[config.mk]
export PLATFORM = sky130hd
export DESIGN_NAME = bscan_chain
export DESIGN_NICKNAME = d
export VERILOG_FILES = /design/src/rtl/bsc_pkg.sv /design/src/rtl/bsc_cells.sv /design/src/rtl/bsc_bypass.sv /design/src/rtl/bsc_pad_mux.sv /design/src/rtl/bscan_chain.sv
export SDC_FILE = /design/constraint.sdc
export NUM_CORES = 1
export LEC_CHECK = 0
export BUFFER_PORTS_ARGS = -buffer_cell sky130_fd_sc_hd__buf_2
export CELL_PAD_IN_SITES_DETAIL_PLACEMENT = 0
export CELL_PAD_IN_SITES_GLOBAL_PLACEMENT = 1
export CORE_MARGIN = 1.5
export CORE_UTILIZATION = 44
export CTS_BUF_LIST = sky130_fd_sc_hd__clkbuf_16
export DETAILED_ROUTE_END_ITERATION = 7
export GPL_TIMING_DRIVEN = 0
export PLACE_DENSITY = 0.91
export SLEW_MARGIN = 20
export SYNTH_ARGS = -nofsm -noshare
export SYNTH_HDL_FRONTEND = slang
export SYNTH_SLANG_ARGS = --single-unit
export TNS_END_PERCENT = 10
[constraint.sdc]
create_clock -name clk -period 2.4 [get_ports clk]
set_clock_uncertainty 0.2 [all_clocks]
set_input_delay 0.12 -clock clk [delete_from_list [all_inputs] [get_ports clk]]
set_output_delay 0.12 -clock clk [all_outputs]
set_load 0.02 [all_outputs]
[src/rtl/bsc_pkg.sv]
package bsc_pkg;
    localparam int NUM_PADS  = 12;
    localparam int CHAIN_LEN = 2 * NUM_PADS;
    localparam int OBS_CELL  = 6;
    localparam int AUX_CELL  = 7;
    localparam int OBS_PAD   = OBS_CELL / 2;
    localparam int AUX_PAD   = (AUX_CELL + 1) / 2;

    typedef enum logic [1:0] {
        CELL_BIDIR,
        CELL_CTRL,
        CELL_OBS,
        CELL_AUX
    } cell_kind_e;

    typedef struct packed {
        logic [CHAIN_LEN-1:0] sr;
        logic [CHAIN_LEN-1:0] upd;
    } cell_state_t;

    function automatic cell_kind_e kind_of(input int idx);
        if (idx == OBS_CELL) return CELL_OBS;
        if (idx == AUX_CELL) return CELL_AUX;
        if ((idx % 2) == 1)  return CELL_CTRL;
        return CELL_BIDIR;
    endfunction

    function automatic int pad_of(input int idx);
        if (idx == AUX_CELL) return AUX_PAD;
        return idx / 2;
    endfunction
endpackage

[src/rtl/bsc_cells.sv]
module bsc_cells
    import bsc_pkg::*;
(
    input  logic                 clk,
    input  logic                 rst_n,
    input  logic                 sel,
    input  logic                 capture_dr,
    input  logic                 shift_dr,
    input  logic                 update_dr,
    input  logic                 tdi,
    input  logic [CHAIN_LEN-1:0] cap_vec,
    output logic [CHAIN_LEN-1:0] latch,
    output logic                 serial_out
);
    cell_state_t st_d, st_q;

    always_comb begin
        st_d = st_q;
        if (sel) begin
            if (capture_dr) begin
                st_d.sr = cap_vec;
            end else if (shift_dr) begin
                st_d.sr = {tdi, st_q.sr[CHAIN_LEN-1:1]};
            end
            if (update_dr) begin
                st_d.upd           = st_q.sr;
                st_d.upd[OBS_CELL] = 1'b0;   // observe cell: no update stage
            end
        end
    end

    always_ff @(posedge clk or negedge rst_n) begin
        if (!rst_n) st_q <= '0;
        else        st_q <= st_d;
    end

    assign latch      = st_q.upd;
    assign serial_out = st_q.sr[0];


    shift_step_chk: assert property (@(posedge clk) disable iff (!rst_n)
        (sel && shift_dr && !capture_dr) |=> st_q.sr[CHAIN_LEN-2:0] == $past(st_q.sr[CHAIN_LEN-1:1]));


    latch_hold_chk: assert property (@(posedge clk) disable iff (!rst_n)
        !(sel && update_dr) |=> $stable(st_q.upd));
endmodule

[src/rtl/bsc_bypass.sv]
module bsc_bypass (
    input  logic clk,
    input  logic rst_n,
    input  logic sel,
    input  logic capture_dr,
    input  logic shift_dr,
    input  logic tdi,
    output logic bit_out
);
    logic byp_d, byp_q;

    always_comb begin
        byp_d = byp_q;
        if (sel) begin
            if (capture_dr)    byp_d = 1'b0;
            else if (shift_dr) byp_d = tdi;
        end
    end

    always_ff @(posedge clk or negedge rst_n) begin
        if (!rst_n) byp_q <= 1'b0;
        else        byp_q <= byp_d;
    end

    assign bit_out = byp_q;


    byp_capture_chk: assert property (@(posedge clk) disable iff (!rst_n)
        (sel && capture_dr) |=> !bit_out);
endmodule

[src/rtl/bsc_pad_mux.sv]
module bsc_pad_mux
    import bsc_pkg::*;
(
    input  logic                 clk,
    input  logic                 rst_n,
    input  logic                 drive,
    input  logic                 sel_highz,
    input  logic [CHAIN_LEN-1:0] latch,
    input  logic [NUM_PADS-1:0]  core_out,
    input  logic [NUM_PADS-1:0]  core_oe,
    input  logic                 core_aux,
    output logic [NUM_PADS-1:0]  pad_out,
    output logic [NUM_PADS-1:0]  pad_oe,
    output logic                 pad_aux
);
    for (genvar p = 0; p < NUM_PADS; p++) begin : g_pad
        localparam int DC = 2 * p;
        if (p == OBS_PAD) begin : g_obs
            logic unused_obs_latch;
            assign unused_obs_latch = latch[DC];
            assign pad_out[p] = core_out[p];
            assign pad_oe[p]  = (drive || sel_highz) ? 1'b0 : core_oe[p];
        end else begin : g_bidir
            assign pad_out[p] = drive ? latch[DC] : core_out[p];
            assign pad_oe[p]  = sel_highz ? 1'b0 : (drive ? latch[DC+1] : core_oe[p]);
        end
    end

    assign pad_aux = drive ? latch[AUX_CELL] : core_aux;


    highz_oe_chk: assert property (@(posedge clk) disable iff (!rst_n)
        sel_highz |-> (pad_oe == '0));


    obs_pad_chk: assert property (@(posedge clk) disable iff (!rst_n)
        drive |-> (!pad_oe[OBS_PAD] && pad_out[OBS_PAD] == core_out[OBS_PAD]));
endmodule

[src/rtl/bscan_chain.sv]
module bscan_chain
    import bsc_pkg::*;
(
    input  logic                clk,
    input  logic                rst_n,
    input  logic                capture_dr,
    input  logic                shift_dr,
    input  logic                update_dr,
    input  logic                tdi,
    input  logic                sel_sample,
    input  logic                sel_extest,
    input  logic                sel_clamp,
    input  logic                sel_highz,
    input  logic [NUM_PADS-1:0] core_out,
    input  logic [NUM_PADS-1:0] core_oe,
    input  logic                core_aux,
    output logic [NUM_PADS-1:0] core_in,
    output logic [NUM_PADS-1:0] pad_out,
    output logic [NUM_PADS-1:0] pad_oe,
    output logic                pad_aux,
    input  logic [NUM_PADS-1:0] pad_in,
    output logic                tdo
);
    logic                 chain_sel;
    logic                 drive;
    logic [CHAIN_LEN-1:0] cap_vec;
    logic [CHAIN_LEN-1:0] latch;
    logic                 chain_so;
    logic                 byp_so;

    assign chain_sel = sel_sample || sel_extest;
    assign drive     = sel_extest || sel_clamp;

    for (genvar i = 0; i < CHAIN_LEN; i++) begin : g_cap
        localparam cell_kind_e K = kind_of(i);
        localparam int         P = pad_of(i);
        if (K == CELL_CTRL) begin : g_ctrl
            assign cap_vec[i] = core_oe[P];
        end else if (K == CELL_AUX) begin : g_aux
            assign cap_vec[i] = core_aux;
        end else begin : g_in
            assign cap_vec[i] = pad_in[P];
        end
    end

    bsc_cells u_cells (
        .clk        (clk),
        .rst_n      (rst_n),
        .sel        (chain_sel),
        .capture_dr (capture_dr),
        .shift_dr   (shift_dr),
        .update_dr  (update_dr),
        .tdi        (tdi),
        .cap_vec    (cap_vec),
        .latch      (latch),
        .serial_out (chain_so)
    );

    bsc_bypass u_bypass (
        .clk        (clk),
        .rst_n      (rst_n),
        .sel        (!chain_sel),
        .capture_dr (capture_dr),
        .shift_dr   (shift_dr),
        .tdi        (tdi),
        .bit_out    (byp_so)
    );

    bsc_pad_mux u_mux (
        .clk       (clk),
        .rst_n     (rst_n),
        .drive     (drive),
        .sel_highz (sel_highz),
        .latch     (latch),
        .core_out  (core_out),
        .core_oe   (core_oe),
        .core_aux  (core_aux),
        .pad_out   (pad_out),
        .pad_oe    (pad_oe),
        .pad_aux   (pad_aux)
    );

    assign core_in = pad_in;
    assign tdo     = chain_sel ? chain_so : byp_so;


    instr_onehot_chk: assert property (@(posedge clk) disable iff (!rst_n)
        $onehot0({sel_sample, sel_extest, sel_clamp, sel_highz}));


    pass_through_chk: assert property (@(posedge clk) disable iff (!rst_n)
        (!drive && !sel_highz) |-> (pad_out == core_out && pad_oe == core_oe && pad_aux == core_aux));
endmodule

==> reports/metrics.cfg <==
[status]
outcome=complete, no violations

[global_routing]
met3_usage_pct=3.56
antenna_found_initial=0
grt_pass1_vias=1863
use_met1_pct=23.8
met2_usage_pct=30.7
track_usage_pct=18.4
grt_max_degree=49
grt_pass1_wl_um=9130
gr-total-overflow=0
top_usage_layer=met2

[cts]
path_clk_slew_ns=0.06
cts_max_path_buffers=2
cts_resized=0
cts-root-buf=clkbuf_16
cts_buffers=5
hold_buffers=5
htree_levels=2
cts_setup_buffers=0
cts_tree=built
clk_latency_ns=0.28
cts.sinks=48

[finish]
drive_gt1_share_pct=62.0
nets=343
final_cells=372
final_design_area_no_fill_um2=3440
utilization_pct=57.8
num-fill-cells=518
syn2layout_area_growth_pct=26.4
antenna_cells=0

[synth]
synth_cell_type_count=19
synth_top_area_share_pct=44.2
yosysTopAreaCell=dfrtp_1
ys_ff_latch=48
yosysWarningCount=0
netlist_area_um2=2720
syn_nets=249
syn_area_per_cell_um2=13.5
yosysSeqAreaShare_pct=44.2
postSynthCellCount=202
synth_area_leaders=dfrtp_1 (44%), mux2_2 (19%), mux2_4 (11%), mux2_1 (7.0%), buf_4 (4.7%)

[min_path]
worstHoldEndpoint=u_cells.st_q[44]$_DFFE_PN0P_
hold_class=input pin to register
holdPathStages=3
min_from=pad_in[10]

[route]
wirelength_um=5610
drt_iter0_markers=82
drc=0
wire_per_inst_um=15.1
drtPass1Iterations=4
ant_nets=0
vias=1877
post_drt_via_cell_ratio=5.05

[sta]
timing.final.hold_violations=0
setup_tns_ns=0
rsz0062_at_grt=false
finalMaxSlewViolations=0
setup_viol=0
period_minus_slack_ns=1.97
worst_pin_slew_ns=0.623
fmax_ghz=0.508
worst_hold_slack_ns=0.00263
slew_headroom_pct=58.5
fin_crit_sh_pct=82.0

[floorplanning]
ios=85
die-area_um2=6660
initial_utilization_pct=45.7
coreArea_um2=5960
die_w_um=81.6
die_h_um=81.6
rows=28

[setup_path]
cp-start-kind=input pin
end_kind=register
required_ns=2.42
crit_type=input pin to register
arrival_ns=1.99
path_max_fanout=3
r2r_slack_ns=0.77
regToRegStartpoint=u_bypass.bit_out$_DFFE_PN0P_
rr_endpoint=u_bypass.bit_out$_DFFE_PN0P_
rr_worst_depth=3

[place]
dp_hpwl_um=4080
dpl.cell_count=359
gp_congestion=0.779
post_dp_cell_area_um2=3220
io_buffers=82

[power]
leakagePower_nw=1.63
peakVddDrop_uv=357
powerDensity_nw_per_um2=792

[job]
drv_cap=0

[layer usage]
layer | up-vias | part of all wire, %
li1 | 909 | -
met1 | 912 | 45
met2 | 50 | 50
met3 | 6 | 4.1
met4 | 0 | 1.3
met5 | - | 0
[state kept, by name (all words and copies together) (netlist names)]
name and count:
u_cells.serial_out 1, u_cells.st_q 23, u_cells.latch 23, u_bypass.bit_out 1
[stage by stage]
| stage | total power, mW | setup slack (ns) |
|---|---|---|
| 6_report | 2.72 | 0.432 |
| 5_1_grt | 2.89 | 0.375 |
| 4_1_cts | 2.76 | 0.479 |
| 3_5_place_dp | 1.97 | 0.633 |
| 3_3_place_gp | 1.94 | 0.647 |
| 2_1_floorplan | 1.73 | 0.854 |
[power breakdown]
group          internal, mW  total [mW]  leakage, nW  switching, mW
Sequential             1.02        1.14        0.564          0.122
Clock                 0.484       0.764       0.0789          0.280
Combinational         0.460       0.817        0.983          0.357
Total                  1.97        2.72         1.63          0.759
[cell type report]
type | count | area [um^2] | area share (%)
Multi-Input combinational cell | 126 | 1290 | 37.6
Sequential cell | 48 | 1200 | 34.9
Timing Repair Buffer | 87 | 463 | 13.5
Buffer | 28 | 225 | 6.55
Clock buffer | 5 | 125 | 3.64
Tap cell | 75 | 93.8 | 2.73
Clock inverter | 3 | 37.5 | 1.09
[cells in the mapped netlist, drive strengths merged]
master	n
o211ai	1
a21oi	11
o21ai	13
nor2	2
or3b	12
dfrtp	48
buf	23
nor4b	1
or4bb	1
o22a	1
mux2	84
clkbuf	5
[cell usage in the layout, fill, tap and decap left out, types with 5 or more instances in the layout]
| cell | synthesis | final |
|---|---|---|
| a21oi_1 | 11 | 11 |
| buf_2 | 1 | 82 |
| buf_4 | 17 | 18 |
| clkbuf_1 | 5 | 5 |
| clkbuf_16 | 0 | 5 |
| dfrtp_1 | 48 | 48 |
| dlygate4sd3_1 | 0 | 5 |
| mux2_1 | 17 | 17 |
| mux2_2 | 47 | 47 |
| mux2_4 | 20 | 20 |
| o21ai_0 | 12 | 12 |
| or3b_1 | 7 | 7 |
| or3b_2 | 5 | 5 |
[kinds of logic after synthesis]
family	count (synthesis)	synth area share [%]
mux	84	37.5
buf+inv	28	8.28
compound gates	26	5.15
simple gates	16	4.88
flops	48	44.2
[worst max path at each step]
stage | end | depth (start not counted) | startpoint | slack [ns]
6_report | u_bypass.bit_out$_DFFE_PN0P_ | 5 | shift_dr | 0.43
5_1_grt | u_bypass.bit_out$_DFFE_PN0P_ | 5 | shift_dr | 0.37
4_1_cts | u_bypass.bit_out$_DFFE_PN0P_ | 5 | shift_dr | 0.48
3_5_place_dp | pad_out[11] | 6 | sel_extest | 0.63
3_3_place_gp | pad_out[7] | 6 | sel_extest | 0.65
2_1_floorplan | pad_oe[3] | 3 | sel_extest | 0.85
[critical path: stages]
cell and delay (ns):
dlygate4sd3_1 0.53, buf_2 0.13, or4bb_1 0.47, o211ai_1 0.17
dlygate4sd3_1 0.57
No activity file was read; power rests on OpenSTA's default activity.
